--- src/rtl/ctp_pkg.sv ---
package ctp_pkg;

    typedef enum logic [1:0] {
        PC_NOT_TAKEN   = 2'd0,
        PC_SPEC_TAKEN  = 2'd1,
        PC_FIXED_TAKEN = 2'd2,
        PC_UNKNOWN     = 2'd3
    } pred_code_e;

    typedef enum logic [2:0] {
        RT_FETCH_REL,
        RT_INSN_REL,
        RT_FALLTHRU,
        RT_STACK,
        RT_ALL_ONES
    } route_e;

    localparam logic [2:0] KIND_JUMP   = 3'd2;
    localparam logic [2:0] KIND_CALL   = 3'd3;
    localparam logic [2:0] KIND_RETURN = 3'd4;

    typedef struct packed {
        pred_code_e code;
        route_e     route;
        logic       push;
        logic       pop;
        logic       lookup;
    } decision_t;

endpackage

--- src/rtl/ctp_classify.sv ---
module ctp_classify
    import ctp_pkg::*;
#(
    parameter int KIND_W = 3,
    parameter int COND_W = 4
) (
    input  logic              in_valid,
    input  logic [KIND_W-1:0] xfer_kind,
    input  logic              is_cond,
    input  logic [COND_W-1:0] cond_field,
    input  logic              dir_taken,
    output decision_t         dec
);
    logic branch_never;
    assign branch_never = is_cond && (cond_field == '0);

    always_comb begin
        dec = '{code: PC_NOT_TAKEN, route: RT_FALLTHRU,
                push: 1'b0, pop: 1'b0, lookup: 1'b0};
        if (xfer_kind == KIND_W'(KIND_JUMP) || xfer_kind == KIND_W'(KIND_CALL)) begin
            dec.code  = PC_FIXED_TAKEN;
            dec.route = RT_FETCH_REL;
            dec.push  = in_valid && (xfer_kind == KIND_W'(KIND_CALL));
        end else if (xfer_kind == KIND_W'(KIND_RETURN)) begin
            dec.code  = PC_SPEC_TAKEN;
            dec.route = RT_STACK;
            dec.pop   = in_valid;
        end else if (xfer_kind != '0) begin
            dec.code  = PC_UNKNOWN;
            dec.route = RT_ALL_ONES;
        end else if (branch_never) begin
            dec.code  = PC_SPEC_TAKEN;
            dec.route = RT_INSN_REL;
        end else begin
            dec.lookup = in_valid;
            dec.code   = dir_taken ? PC_SPEC_TAKEN : PC_NOT_TAKEN;
            dec.route  = dir_taken ? RT_INSN_REL : RT_FALLTHRU;
        end
    end
endmodule

--- src/rtl/ctp_target.sv ---
module ctp_target
    import ctp_pkg::*;
#(
    parameter int ADDR_W     = 32,
    parameter int IMM_W      = 22,
    parameter int INSN_BYTES = 4
) (
    input  logic [ADDR_W-1:0] insn_pc,
    input  logic [ADDR_W-1:0] fetch_pc,
    input  logic [IMM_W-1:0]  imm,
    input  route_e            route,
    input  logic [ADDR_W-1:0] stack_addr,
    output logic [ADDR_W-1:0] link_addr,
    output logic [ADDR_W-1:0] target
);
    localparam int SHIFT   = $clog2(INSN_BYTES);
    localparam int EXT_W   = ADDR_W - IMM_W;
    localparam logic [ADDR_W-1:0] SKIP = ADDR_W'(2 * INSN_BYTES);

    logic [ADDR_W-1:0] disp;

    generate
        if (EXT_W > 0) begin : g_ext
            assign disp = {{EXT_W{imm[IMM_W-1]}}, imm} << SHIFT;
        end else begin : g_trunc
            assign disp = ADDR_W'(imm) << SHIFT;
        end
    endgenerate

    assign link_addr = insn_pc + SKIP;

    always_comb begin
        unique case (route)
            RT_FETCH_REL: target = fetch_pc + disp;
            RT_INSN_REL:  target = insn_pc + disp;
            RT_FALLTHRU:  target = link_addr;
            RT_STACK:     target = stack_addr;
            default:      target = '1;
        endcase
    end
endmodule

--- src/rtl/ctp_decoder.sv ---
module ctp_decoder
    import ctp_pkg::*;
#(
    parameter int ADDR_W     = 32,
    parameter int IMM_W      = 22,
    parameter int KIND_W     = 3,
    parameter int COND_W     = 4,
    parameter int INSN_BYTES = 4
) (
    input  logic              clk,
    input  logic              rst,
    input  logic              in_valid,
    input  logic [ADDR_W-1:0] insn_pc,
    input  logic [ADDR_W-1:0] fetch_pc,
    input  logic [IMM_W-1:0]  imm,
    input  logic [KIND_W-1:0] xfer_kind,
    input  logic              is_cond,
    input  logic [COND_W-1:0] cond_field,
    input  logic              static_hint,
    output logic              ras_push,
    output logic [ADDR_W-1:0] ras_push_addr,
    output logic              ras_pop,
    input  logic [ADDR_W-1:0] ras_pop_addr,
    output logic              dir_lookup,
    output logic [ADDR_W-1:0] dir_lookup_pc,
    output logic              dir_lookup_hint,
    input  logic              dir_taken,
    output logic              out_valid,
    output logic [1:0]        out_code,
    output logic [ADDR_W-1:0] out_target
);
    decision_t         dec;
    logic [ADDR_W-1:0] tgt_d;
    logic [ADDR_W-1:0] link;

    ctp_classify #(.KIND_W(KIND_W), .COND_W(COND_W)) u_cls (
        .in_valid   (in_valid),
        .xfer_kind  (xfer_kind),
        .is_cond    (is_cond),
        .cond_field (cond_field),
        .dir_taken  (dir_taken),
        .dec        (dec)
    );

    ctp_target #(.ADDR_W(ADDR_W), .IMM_W(IMM_W), .INSN_BYTES(INSN_BYTES)) u_tgt (
        .insn_pc    (insn_pc),
        .fetch_pc   (fetch_pc),
        .imm        (imm),
        .route      (dec.route),
        .stack_addr (ras_pop_addr),
        .link_addr  (link),
        .target     (tgt_d)
    );

    assign ras_push        = dec.push;
    assign ras_push_addr   = link;
    assign ras_pop         = dec.pop;
    assign dir_lookup      = dec.lookup;
    assign dir_lookup_pc   = insn_pc;
    assign dir_lookup_hint = static_hint;

    pred_code_e code_q;

    always_ff @(posedge clk) begin
        if (rst) begin
            out_valid  <= 1'b0;
            code_q     <= PC_NOT_TAKEN;
            out_target <= '0;
        end else begin
            out_valid <= in_valid;
            if (in_valid) begin
                code_q     <= dec.code;
                out_target <= tgt_d;
            end
        end
    end

    assign out_code = code_q;

    a_r10_one_stack_req: assert property (@(posedge clk) disable iff (rst)
        !(ras_push && ras_pop));
    a_r10_idle_quiet: assert property (@(posedge clk) disable iff (rst)
        !in_valid |-> !(ras_push || ras_pop || dir_lookup));
    a_r2_valid_follows: assert property (@(posedge clk) disable iff (rst)
        in_valid |=> out_valid);
    a_r2_hold_idle: assert property (@(posedge clk) disable iff (rst)
        (!in_valid && !$past(rst)) |=> ($stable(out_code) && $stable(out_target)));
    a_r4_push_on_call: assert property (@(posedge clk) disable iff (rst)
        ras_push |=> (out_code == 2'd2));
    a_r5_pop_result: assert property (@(posedge clk) disable iff (rst)
        ras_pop |=> (out_code == 2'd1 && out_target == $past(ras_pop_addr)));
    a_r6_unknown_all_ones: assert property (@(posedge clk) disable iff (rst)
        (out_valid && out_code == 2'd3) |-> (out_target == '1));
endmodule

--- config.mk ---
export PLATFORM = sky130hd
export DESIGN_NAME = ctp_decoder
export DESIGN_NICKNAME = d
export VERILOG_FILES = /design/src/rtl/ctp_pkg.sv /design/src/rtl/ctp_classify.sv /design/src/rtl/ctp_target.sv /design/src/rtl/ctp_decoder.sv
export SDC_FILE = /design/constraint.sdc
export NUM_CORES = 1
export LEC_CHECK = 0
export BUFFER_PORTS_ARGS = -buffer_cell sky130_fd_sc_hd__buf_2
export CORE_ASPECT_RATIO = 0.9
export CORE_MARGIN = 2
export CORE_UTILIZATION = 49
export CTS_BUF_LIST = sky130_fd_sc_hd__clkbuf_4 sky130_fd_sc_hd__clkbuf_8
export CTS_CLUSTER_DIAMETER = 150
export DETAILED_ROUTE_END_ITERATION = 10
export GPL_TIMING_DRIVEN = 0
export PLACE_DENSITY = 0.91
export SLEW_MARGIN = 40
export SYNTH_ARGS = -nofsm -noshare
export SYNTH_HDL_FRONTEND = slang
export SYNTH_HIERARCHICAL = 1
export SYNTH_SLANG_ARGS = --single-unit
--- constraint.sdc ---
create_clock -name clk -period 6.1 [get_ports clk]
set_input_delay 0.305 -clock clk [delete_from_list [all_inputs] [get_ports clk]]
set_output_delay 0.305 -clock clk [all_outputs]
set_load 0.05 [all_outputs]
==> impl_metrics.csv, run 1 <==
group,metric,value,unit
floorplanning,initial_core_util,0.4993,
floorplanning,die_w,108.1,µm
cts,path_clk_slew,0.07,ns
pwr,p_per_area,182.8,nW/µm²
timing,skew,0,ns
critical_path,path_common_cell,"buf_2",
final_layout,final_area,6183,µm²
cts,htree_num_levels,2,
timing,finalCritPeriodShare,0.9563,
cts,cts_made_buffers,5,
global_routing,grtUsageMet3,0.04963,
drt,wirelength,16.84,mm
pwr,irDropWorstVdd,165.0,µV
cts,clock_path_buffers,2,
drt,drtPass1Iterations,5,
cts,post_cts_hold_buffer_count,0,
worst_hold_path,hold_start,"rst",
critical_path,r2r_start,"out_target[23]",
critical_path,critical_path_class,"in -> reg",
floorplanning,rows,34,
final_layout,drive_gt1_frac,0.4053,
floorplanning,coreArea,9572,µm²
drt,drcViolationCount,0,
run,max-cap-violations,0,
synthesis,synth_ff_type,"dfxtp_1",
timing,slew_viol_final,0,
placed_design,dpl_cell_area,6093,µm²
floorplanning,die_h,97.70,µm
placed_design,hpwlAfterDp,14.05,mm
floorplanning,ios,234,
pwr,p_leak,0.003043,µW
placed_design,dp_cells,947,
drt,wl_per_cell,17.64,µm
timing,worst_slew_pin_slew,0.8105,ns
final_layout,fillers,869,
global_routing,top_usage_layer,"met2",
global_routing,grt_pass1_vias,4963,
synthesis,seq_area_frac_synth,0.1466,
drt,via_per_inst,5.639,
cts,cts.sink_count,35,
timing,slew_headroom,0.4597,
critical_path,critical_path.top_delay_family,"compound AO/OA/AOI/OAI gates",
timing,hold_viol_final,0,
synthesis,syn_avg_cell_area,8.101,µm²
cts,cts_tree,"yes",
critical_path,crit_fanout,10,
synthesis,ys_types,54,
timing,period_needed,5.833,ns
cts,root_buffer,"clkbuf_8",
worst_hold_path,hold_path.class,"in -> reg",
global_routing,grt.overflow.total,0,
timing,rsz0062_at_grt,"no",
drt,drtIter0Drc,526,
final_layout,final_common_cell,"buf_2",
cts,clock_latency,0.29,ns
floorplanning,design.die.area,10560,µm²
synthesis,synth_nets,759,
timing,setup_viol,0,
critical_path,startpoint,"cond_field[2]",
critical_path,crit_path_top_delay_cell,"nor3_1",
synthesis,synth_edf_count,0,
timing,fmax,171.4,MHz
placed_design,place.gp.congestion,0.9598,
critical_path,cp-end-kind,"flop",
global_routing,grt_max_degree,11,
critical_path,max_stage_delay,0.51,ns
drt,vias,5385,
critical_path,cp-start-kind,"input port",
cts,cts_setup_buffers,0,
global_routing,use_met1,0.3902,
critical_path,worst-path-buf-inv,5,
placed_design,port_buffers,231,
status,outcome,"completed",
final_layout,final_cell_count_no_fill,955,
drt,ant_nets,0,
critical_path,critPathArrivalTime,6.00,ns
final_layout,antennaDiodeCount,0,
critical_path,r2r_slack,5.43,ns
critical_path,path_cells,"buf_2 -> nand2b_1 -> nor4_4 -> o31a_2 -> buf_2 -> clkinv_1 -> nor3_1 -> clkbuf_2 -> buf_2 -> mux2_2 -> ha_1 -> fa_1 -> a21o_1 -> a221oi_2 -> o2111a_2 -> o21ai_2 -> a31oi_4 -> o21ai_2 -> a211oi_2 -> xor2_1 -> o221ai_1 -> mux2i_1 -> nor2_1",
global_routing,track_usage,0.3024,
synthesis,netlist_instances,590,
global_routing,antenna_found_initial,0,
global_routing,met2_usage,0.4993,
synthesis,synthArstFlopShare,0,
synthesis,synth_warnings,6,
global_routing,grt_pass1_wl,25.10,mm
critical_path,worstPathRequired,6.27,ns
final_layout,fin_nets,997,
synthesis,syn_area,4780,µm²
final_layout,final_cell_mix,"236 x buf_2, 63 x nor2_1, 40 x mux2i_1, 40 x o211ai_1, 37 x ha_1",
synthesis,ys_ff_latch,35,
final_layout,area_delta_synth_final,29.37,%
## cells in the mapped netlist, drive strengths merged, types with 3 or more instances
| cell | count | area, µm² |
|---|---|---|
| a221oi | 3 | 45.04 |
| nor2 | 65 | 254.0 |
| nand2b | 19 | 118.9 |
| buf | 45 | 366.6 |
| dfxtp | 35 | 700.7 |
| and3 | 6 | 37.54 |
| mux2i | 40 | 400.4 |
| nor3 | 3 | 15.01 |
| o211ai | 40 | 300.3 |
| o21ai | 26 | 137.6 |
| clkbuf | 23 | 86.33 |
| nand3 | 20 | 100.1 |
| nor2b | 3 | 18.77 |
| mux2 | 33 | 371.6 |
| a21o | 18 | 135.1 |
| xor2 | 26 | 227.7 |
| inv | 14 | 52.55 |
| o221ai | 8 | 70.07 |
| a21oi | 28 | 140.1 |
| nand4 | 9 | 56.30 |
| xnor2 | 30 | 262.8 |
| ha | 37 | 462.9 |
| o21bai | 7 | 52.55 |
| nand2 | 29 | 108.9 |
## registers in the layout, summed over array words and instances (netlist names)
register    cells
out_code        2
out_target     32
out_valid       1
## final timing paths
check              endpoint  cells past startpoint
min             out_code[0]                      2
max          out_target[26]                     23
min reg2reg   out_target[1]                      2
max reg2reg  out_target[23]                      2
## worst register-to-register path, cell delays in order, from the launching register on
cell     delay [ns]
dfxtp_1        0.33
mux2i_1        0.16
nor2_1         0.05
## through the flow
step / setup slack, ns / utilization / power, µW / setup TNS [ns] / hold WS (ns)
2_1_floorplan: 1.131 / - / 759.6 / 0 / 0.5212
3_5_place_dp: -0.1361 / 0.6366 / 949.3 / -0.3138 / 0.4782
3_3_place_gp: 0.006114 / 0.6366 / 937.9 / 0 / 0.4672
6_report: 0.2667 / 0.6460 / 1131 / 0 / 0.2767
4_1_cts: 0.1848 / 0.6459 / 1125 / 0 / 0.2692
5_1_grt: 0.009403 / 0.6460 / 1184 / 0 / 0.2849
## logic make-up after synthesis
group,Yosys count,synth area share
adder cells (fa/ha/maj),38,0.1010
AO/OA/AOI/OAI,142,0.2144
flip-flops,35,0.1466
XOR/XNOR,56,0.1026
multiplexers,73,0.1615
AND/OR/NAND/NOR,163,0.1673
buffers and inverters,83,0.1065
## layout make-up
class | instances | area [µm²] | area share
Multi-Input combinational cell | 472 | 3570 | 0.5773
Sequential cell | 35 | 700.7 | 0.1133
Tap cell | 126 | 157.7 | 0.02550
Inverter | 15 | 56.30 | 0.009106
Clock buffer | 7 | 83.83 | 0.01356
Timing Repair Buffer | 231 | 1156 | 0.1870
Clock inverter | 1 | 5.005 | 0.0008094
Buffer | 68 | 454.2 | 0.07345
## power breakdown
part	leakage, µW	internal (µW)	switching, µW
clock	0.0000491	89.0	82.5
sequential	0.000292	254	13.7
combinational	0.00270	239	453
total	0.00304	581	550
## per-layer routing
metal | wire, µm | vias up
li1 | - | 2556
met1 | 6831 | 2453
met2 | 7938 | 324
met3 | 1472 | 52
met4 | 599 | 0
met5 | 0 | -
## timing repair
action | CTS | global route
endpoints found under the setup margin | 0 | 3
gates resized for setup | 0 | 2
endpoints found under the hold margin | 0 | 0
No activity file was read; power rests on OpenSTA's default activity.
==> run 2: changes to the inputs <==
--- a/config.mk
+++ b/config.mk
@@ -14,6 +14,7 @@
 export DETAILED_ROUTE_END_ITERATION = 10
 export GPL_TIMING_DRIVEN = 0
 export PLACE_DENSITY = 0.91
+export RECOVER_POWER = 25
 export SLEW_MARGIN = 40
 export SYNTH_ARGS = -nofsm -noshare
 export SYNTH_HDL_FRONTEND = slang
==> impl_metrics.csv, run 2 (synthesis gave the netlist of run 1 again) <==
group,metric,value,unit
timing,setup_viol,0,
final_layout,largest_reg_flops,32,
floorplanning,die_w,108.1,µm
critical_path,crit_fanout,10,
timing,fin_setup_tns,0,ns
cts,cts_tree,"yes",
drt,vias,5394,
worst_hold_path,holdPathStages,2,
critical_path,worstPathRequired,6.27,ns
final_layout,fillers,897,
critical_path,crit_path_top_delay_cell,"nor3_1",
critical_path,crit_cells,23,
global_routing,grt.overflow.total,0,
cts,path_clk_slew,0.07,ns
global_routing,grt_pass1_vias,4963,
floorplanning,die_h,97.70,µm
cts,cts_made_buffers,5,
pwr,p_leak,0.002942,µW
floorplanning,rows,34,
critical_path,r2r_slack,5.43,ns
critical_path,r2r_end,"out_target[23]",
critical_path,critical_path_class,"in -> reg",
critical_path,r2r_start,"out_target[23]",
timing,hold_viol_final,0,
floorplanning,coreArea,9572,µm²
global_routing,grt_max_degree,11,
worst_hold_path,hold_start,"rst",
cts,htree_num_levels,2,
timing,finalCritPeriodShare,0.9518,
final_layout,drive_gt1_frac,0.3643,
floorplanning,ios,234,
floorplanning,initial_core_util,0.4993,
placed_design,hpwlAfterDp,14.05,mm
final_layout,top_register,"out_target",
worst_hold_path,hold_path.class,"in -> reg",
drt,drtIter0Drc,502,
drt,ant_nets,0,
cts,cts_setup_buffers,0,
cts,clock_latency,0.29,ns
critical_path,cp-end-kind,"flop",
status,outcome,"completed",
critical_path,path_common_cell,"buf_2",
final_layout,fin_nets,997,
final_layout,area_delta_synth_final,28.04,%
placed_design,port_buffers,231,
global_routing,antenna_found_initial,0,
pwr,irDropWorstVdd,164.8,µV
cts,clock_path_buffers,2,
placed_design,place.gp.congestion,0.9598,
critical_path,max_stage_delay,0.52,ns
drt,drtPass1Iterations,7,
global_routing,grt_pass1_wl,25.10,mm
floorplanning,design.die.area,10560,µm²
timing,rsz0062_at_grt,"no",
final_layout,antennaDiodeCount,0,
timing,slew_headroom,0.4868,
global_routing,track_usage,0.3024,
critical_path,path_cells,"buf_2 -> nand2b_1 -> nor4_4 -> o31a_2 -> buf_2 -> clkinv_1 -> nor3_1 -> clkbuf_2 -> buf_2 -> mux2_2 -> ha_1 -> fa_1 -> a21o_1 -> a221oi_2 -> o2111a_2 -> o21ai_2 -> a31oi_4 -> o21ai_2 -> a211oi_2 -> xor2_1 -> o221ai_1 -> mux2i_1 -> nor2_1",
drt,via_per_inst,5.648,
critical_path,cp-start-kind,"input port",
timing,skew,0,ns
final_layout,final_cell_mix,"204 x buf_2, 63 x nor2_1, 56 x clkbuf_1, 40 x mux2i_1, 40 x o211ai_1",
pwr,p_per_area,184.1,nW/µm²
critical_path,r2r.worst_path.cells,2,
critical_path,worst-path-buf-inv,5,
timing,fmax,172.2,MHz
drt,drcViolationCount,0,
critical_path,critPathArrivalTime,5.98,ns
timing,worst_slew_pin_slew,0.7698,ns
critical_path,critical_path.top_delay_family,"compound AO/OA/AOI/OAI gates",
cts,cts.sink_count,35,
final_layout,final_common_cell,"buf_2",
run,max-cap-violations,0,
timing,slew_viol_final,0,
timing,period_needed,5.806,ns
drt,wl_per_cell,17.60,µm
drt,wirelength,16.81,mm
cts,root_buffer,"clkbuf_8",
worst_hold_path,whs_endpoint,"out_code[0]",
final_layout,final_cell_count_no_fill,955,
placed_design,dp_cells,947,
## run 2: where the power goes
| part | switching [µW] | internal (µW) |
|---|---|---|
| combinational | 454 | 234 |
| clock | 82.5 | 88.9 |
| sequential | 13.7 | 254 |
| total | 550 | 576 |
## run 2: through the flow
stage / instance area, µm² / hold WS (ns) / worst slack [ns] / util / power (µW)
after floorplan: 4780 / 0.5212 / 1.131 / - / 759.6
after global placement: 6093 / 0.4672 / 0.006114 / 0.6366 / 937.9
after detailed placement: 6093 / 0.4782 / -0.1361 / 0.6366 / 949.3
after CTS: 6182 / 0.2692 / 0.1848 / 0.6459 / 1125
after global routing: 6120 / 0.2850 / 0.008574 / 0.6393 / 1179
final: 6120 / 0.2759 / 0.2937 / 0.6393 / 1126
## run 2: repair_timing
item	in CTS	in global routing
endpoints found under the setup margin	0	3
gates resized for setup	0	2
hold buffers	0	0
## run 2: how the worst max path moves through the flow
stage	endpoint	from	slack (ns)
2_1_floorplan	out_target[30]	cond_field[2]	1.13
3_3_place_gp	out_target[26]	cond_field[2]	0.006
3_5_place_dp	out_target[26]	cond_field[2]	-0.14
4_1_cts	out_target[26]	cond_field[2]	0.18
5_1_grt	out_target[26]	cond_field[2]	0.009
6_report	out_target[26]	cond_field[2]	0.29
## run 2: cell type report
cell class | instances | area, µm² | area share
Multi-Input combinational cell | 472 | 3570 | 0.5833
Timing Repair Buffer | 231 | 1116 | 0.1824
Sequential cell | 35 | 700.7 | 0.1145
Buffer | 68 | 430.4 | 0.07033
Tap cell | 126 | 157.7 | 0.02576
Clock buffer | 7 | 83.83 | 0.01370
Inverter | 15 | 56.30 | 0.009201
Clock inverter | 1 | 5.005 | 0.0008178
## run 2: layer usage
| metal | vias up | global-route usage | part of all wire |
|---|---|---|---|
| met3 | 53 | 0.04963 | 0.081 |
| met5 | - | 0 | 0 |
| met4 | 0 | 0.1183 | 0.036 |
| met2 | 317 | 0.4993 | 0.47 |
| li1 | 2559 | - | - |
| met1 | 2465 | 0.3902 | 0.41 |
==> run 3: changes to the inputs <==
--- a/config.mk
+++ b/config.mk
@@ -5,10 +5,11 @@
 export SDC_FILE = /design/constraint.sdc
 export NUM_CORES = 1
 export LEC_CHECK = 0
+export ABC_AREA = 1
 export BUFFER_PORTS_ARGS = -buffer_cell sky130_fd_sc_hd__buf_2
 export CORE_ASPECT_RATIO = 0.9
 export CORE_MARGIN = 2
-export CORE_UTILIZATION = 49
+export CORE_UTILIZATION = 52
 export CTS_BUF_LIST = sky130_fd_sc_hd__clkbuf_4 sky130_fd_sc_hd__clkbuf_8
 export CTS_CLUSTER_DIAMETER = 150
 export DETAILED_ROUTE_END_ITERATION = 10
==> impl_metrics.csv, run 3 <==
group,metric,value,unit
synthesis,ys_types,42,
cts,root_buffer,"clkbuf_8",
drt,vias,8280,
placed_design,port_buffers,232,
drt,drcViolationCount,0,
global_routing,grt_max_degree,11,
synthesis,seq_area_frac_synth,0.1157,
timing,slew_viol_final,0,
global_routing,grt_pass1_vias,7591,
synthesis,synth_common_cells,"416 x nand2_1, 195 x inv_1, 138 x nor2_1",
cts,post_cts_hold_buffer_count,0,
critical_path,crit_path_top_delay_cell,"fa_1",
pwr,p_leak,0.004598,µW
cts,cts_tree,"yes",
worst_hold_path,hold_path.class,"in -> reg",
global_routing,grt_pass1_wl,36.71,mm
final_layout,largest_reg_flops,32,
synthesis,synth_edf_count,0,
drt,wirelength,24.13,mm
critical_path,r2r_start,"out_target[5]",
floorplanning,die_w,117.8,µm
drt,via_per_inst,5.304,
placed_design,place.gp.congestion,1.042,
timing,hold_viol_final,0,
floorplanning,rows,37,
final_layout,final_common_cell,"nand2_1",
critical_path,critical_path_class,"in -> reg",
synthesis,yosysTopAreaCell,"nand2_1",
critical_path,critical_path.top_delay_family,"simple AND/OR/NAND/NOR gates",
timing,finalCritPeriodShare,0.6356,
run,max-cap-violations,0,
cts,cts_resized,0,
critical_path,path_common_cell,"nand2_1",
critical_path,crit_fanout,10,
synthesis,synth_ff_type,"dfxtp_1",
floorplanning,die_h,106.4,µm
critical_path,cp-end-kind,"flop",
synthesis,synth_warnings,6,
drt,wl_per_cell,15.46,µm
worst_hold_path,hold_start,"rst",
timing,skew,0,ns
cts,clock_latency,0.29,ns
critical_path,r2r.worst_path.cells,2,
timing,setup_viol,0,
cts,cts_made_buffers,5,
critical_path,max_stage_delay,0.52,ns
final_layout,drive_gt1_frac,0.2093,
cts,htree_num_levels,2,
synthesis,synth_nets,1335,
critical_path,worstPathRequired,6.28,ns
synthesis,netlist_instances,1166,
final_layout,antennaDiodeCount,0,
synthesis,synth_area_leaders,"nand2_1 26%, inv_1 12%, dfxtp_1 12%",
critical_path,startpoint,"cond_field[1]",
placed_design,place_ws,2.026,ns
timing,rsz0062_at_grt,"no",
floorplanning,initial_core_util,0.5318,
timing,slew_headroom,0.4766,
cts,clock_path_buffers,2,
floorplanning,coreArea,11390,µm²
critical_path,crit_cells,26,
drt,ant_nets,0,
floorplanning,ios,234,
cts,cts.sink_count,35,
pwr,p_per_area,159.4,nW/µm²
timing,fin_setup_tns,0,ns
drt,drtPass1Iterations,6,
global_routing,grt.overflow.total,0,
status,outcome,"completed",
critical_path,endpoint,"out_target[18]",
timing,fin_ws,2.223,ns
final_layout,final_cell_count_no_fill,1561,
critical_path,critPathArrivalTime,4.06,ns
synthesis,syn_avg_cell_area,5.194,µm²
global_routing,track_usage,0.3718,
final_layout,area_delta_synth_final,22.93,%
final_layout,fin_nets,1574,
synthesis,synthArstFlopShare,0,
synthesis,syn_area,6056,µm²
timing,worst_slew_pin_slew,0.7769,ns
synthesis,synth_most_common_cell,"nand2_1",
drt,drtIter0Drc,807,
cts,path_clk_slew,0.06,ns
timing,fmax,257.9,MHz
synthesis,netlist.area_leader.share,0.2579,
final_layout,top_register,"out_target",
critical_path,cp-start-kind,"input port",
critical_path,r2r_slack,5.49,ns
global_routing,antenna_found_initial,0,
critical_path,r2r_end,"out_target[5]",
placed_design,hpwlAfterDp,20.81,mm
final_layout,fillers,1202,
pwr,irDropWorstVdd,114.3,µV
placed_design,dp_cells,1554,
synthesis,ys_ff_latch,35,
final_layout,final_cell_mix,"416 x nand2_1, 216 x buf_2, 195 x inv_1, 138 x nor2_1, 80 x nand3_1",
final_layout,final_util,0.6537,
timing,period_needed,3.877,ns
critical_path,worst-path-buf-inv,4,
cts,cts_setup_buffers,0,
floorplanning,design.die.area,12530,µm²
-- run 3: changes by cell type in the layout (fill, tap and decap cells not counted), sizes merged, moves of 14 or more --
cell and delta:
a21o -17, inv +185, a21oi +26, o21ai +14, nand2 +394, nand3 +63, clkbuf -17, mux2i -40
nor3 +17, xnor2 -30, nand2b -19, nor2 +82, mux2 -33, o211ai -32
-- run 3: area by class of cell --
type                       instances  area (µm²)  share of cell area
multi-input combinational        865        4149              0.5573
sequential                        35       700.7             0.09412
timing repair buffer             232        1122              0.1508
clock inverter                     1       5.005           0.0006723
tap                              156       195.2             0.02622
buffer                            65       434.2             0.05832
clock buffer                       6       82.58             0.01109
inverter                         201       755.7              0.1015
-- run 3: worst min path at each step --
stage / end / depth (start not counted)
floorplan: out_valid / 1
global placement: out_target[24] / 2
detailed placement: out_target[24] / 2
CTS: out_valid / 2
global route: out_valid / 2
finish: out_valid / 2
-- run 3: where the power goes --
part | switching [µW] | internal (µW) | leakage (µW)
clock network | 80.9 | 88.5 | 0.0000470
registers | 10.7 | 249 | 0.000292
logic | 535 | 223 | 0.00426
-- run 3: through the flow --
stage	hold slack [ns]	instance area, µm²	total power (µW)
floorplan	0.3763	6056	787.5
global placement	0.4520	7412	995.2
detailed placement	0.4589	7412	1004
CTS	0.2013	7500	1172
global route	0.2012	7445	1262
finish	0.2005	7445	1186
-- run 3: logic make-up after synthesis --
| kind of cell | count (synthesis) | share of synthesized area |
|---|---|---|
| AND/OR/NAND/NOR | 699 | 0.4810 |
| flip-flops | 35 | 0.1157 |
| XOR/XNOR | 14 | 0.02149 |
| adder cells (fa/ha/maj) | 38 | 0.07975 |
| buffers and inverters | 266 | 0.1992 |
| AO/OA/AOI/OAI | 114 | 0.1029 |
-- run 3: layer usage --
metal	vias up	share of wire	track usage
met2	515	0.45	0.6346
met1	3641	0.39	0.4555
met5	-	0	0
met4	0	0.049	0.1583
met3	105	0.12	0.07511
li1	4019	-	-
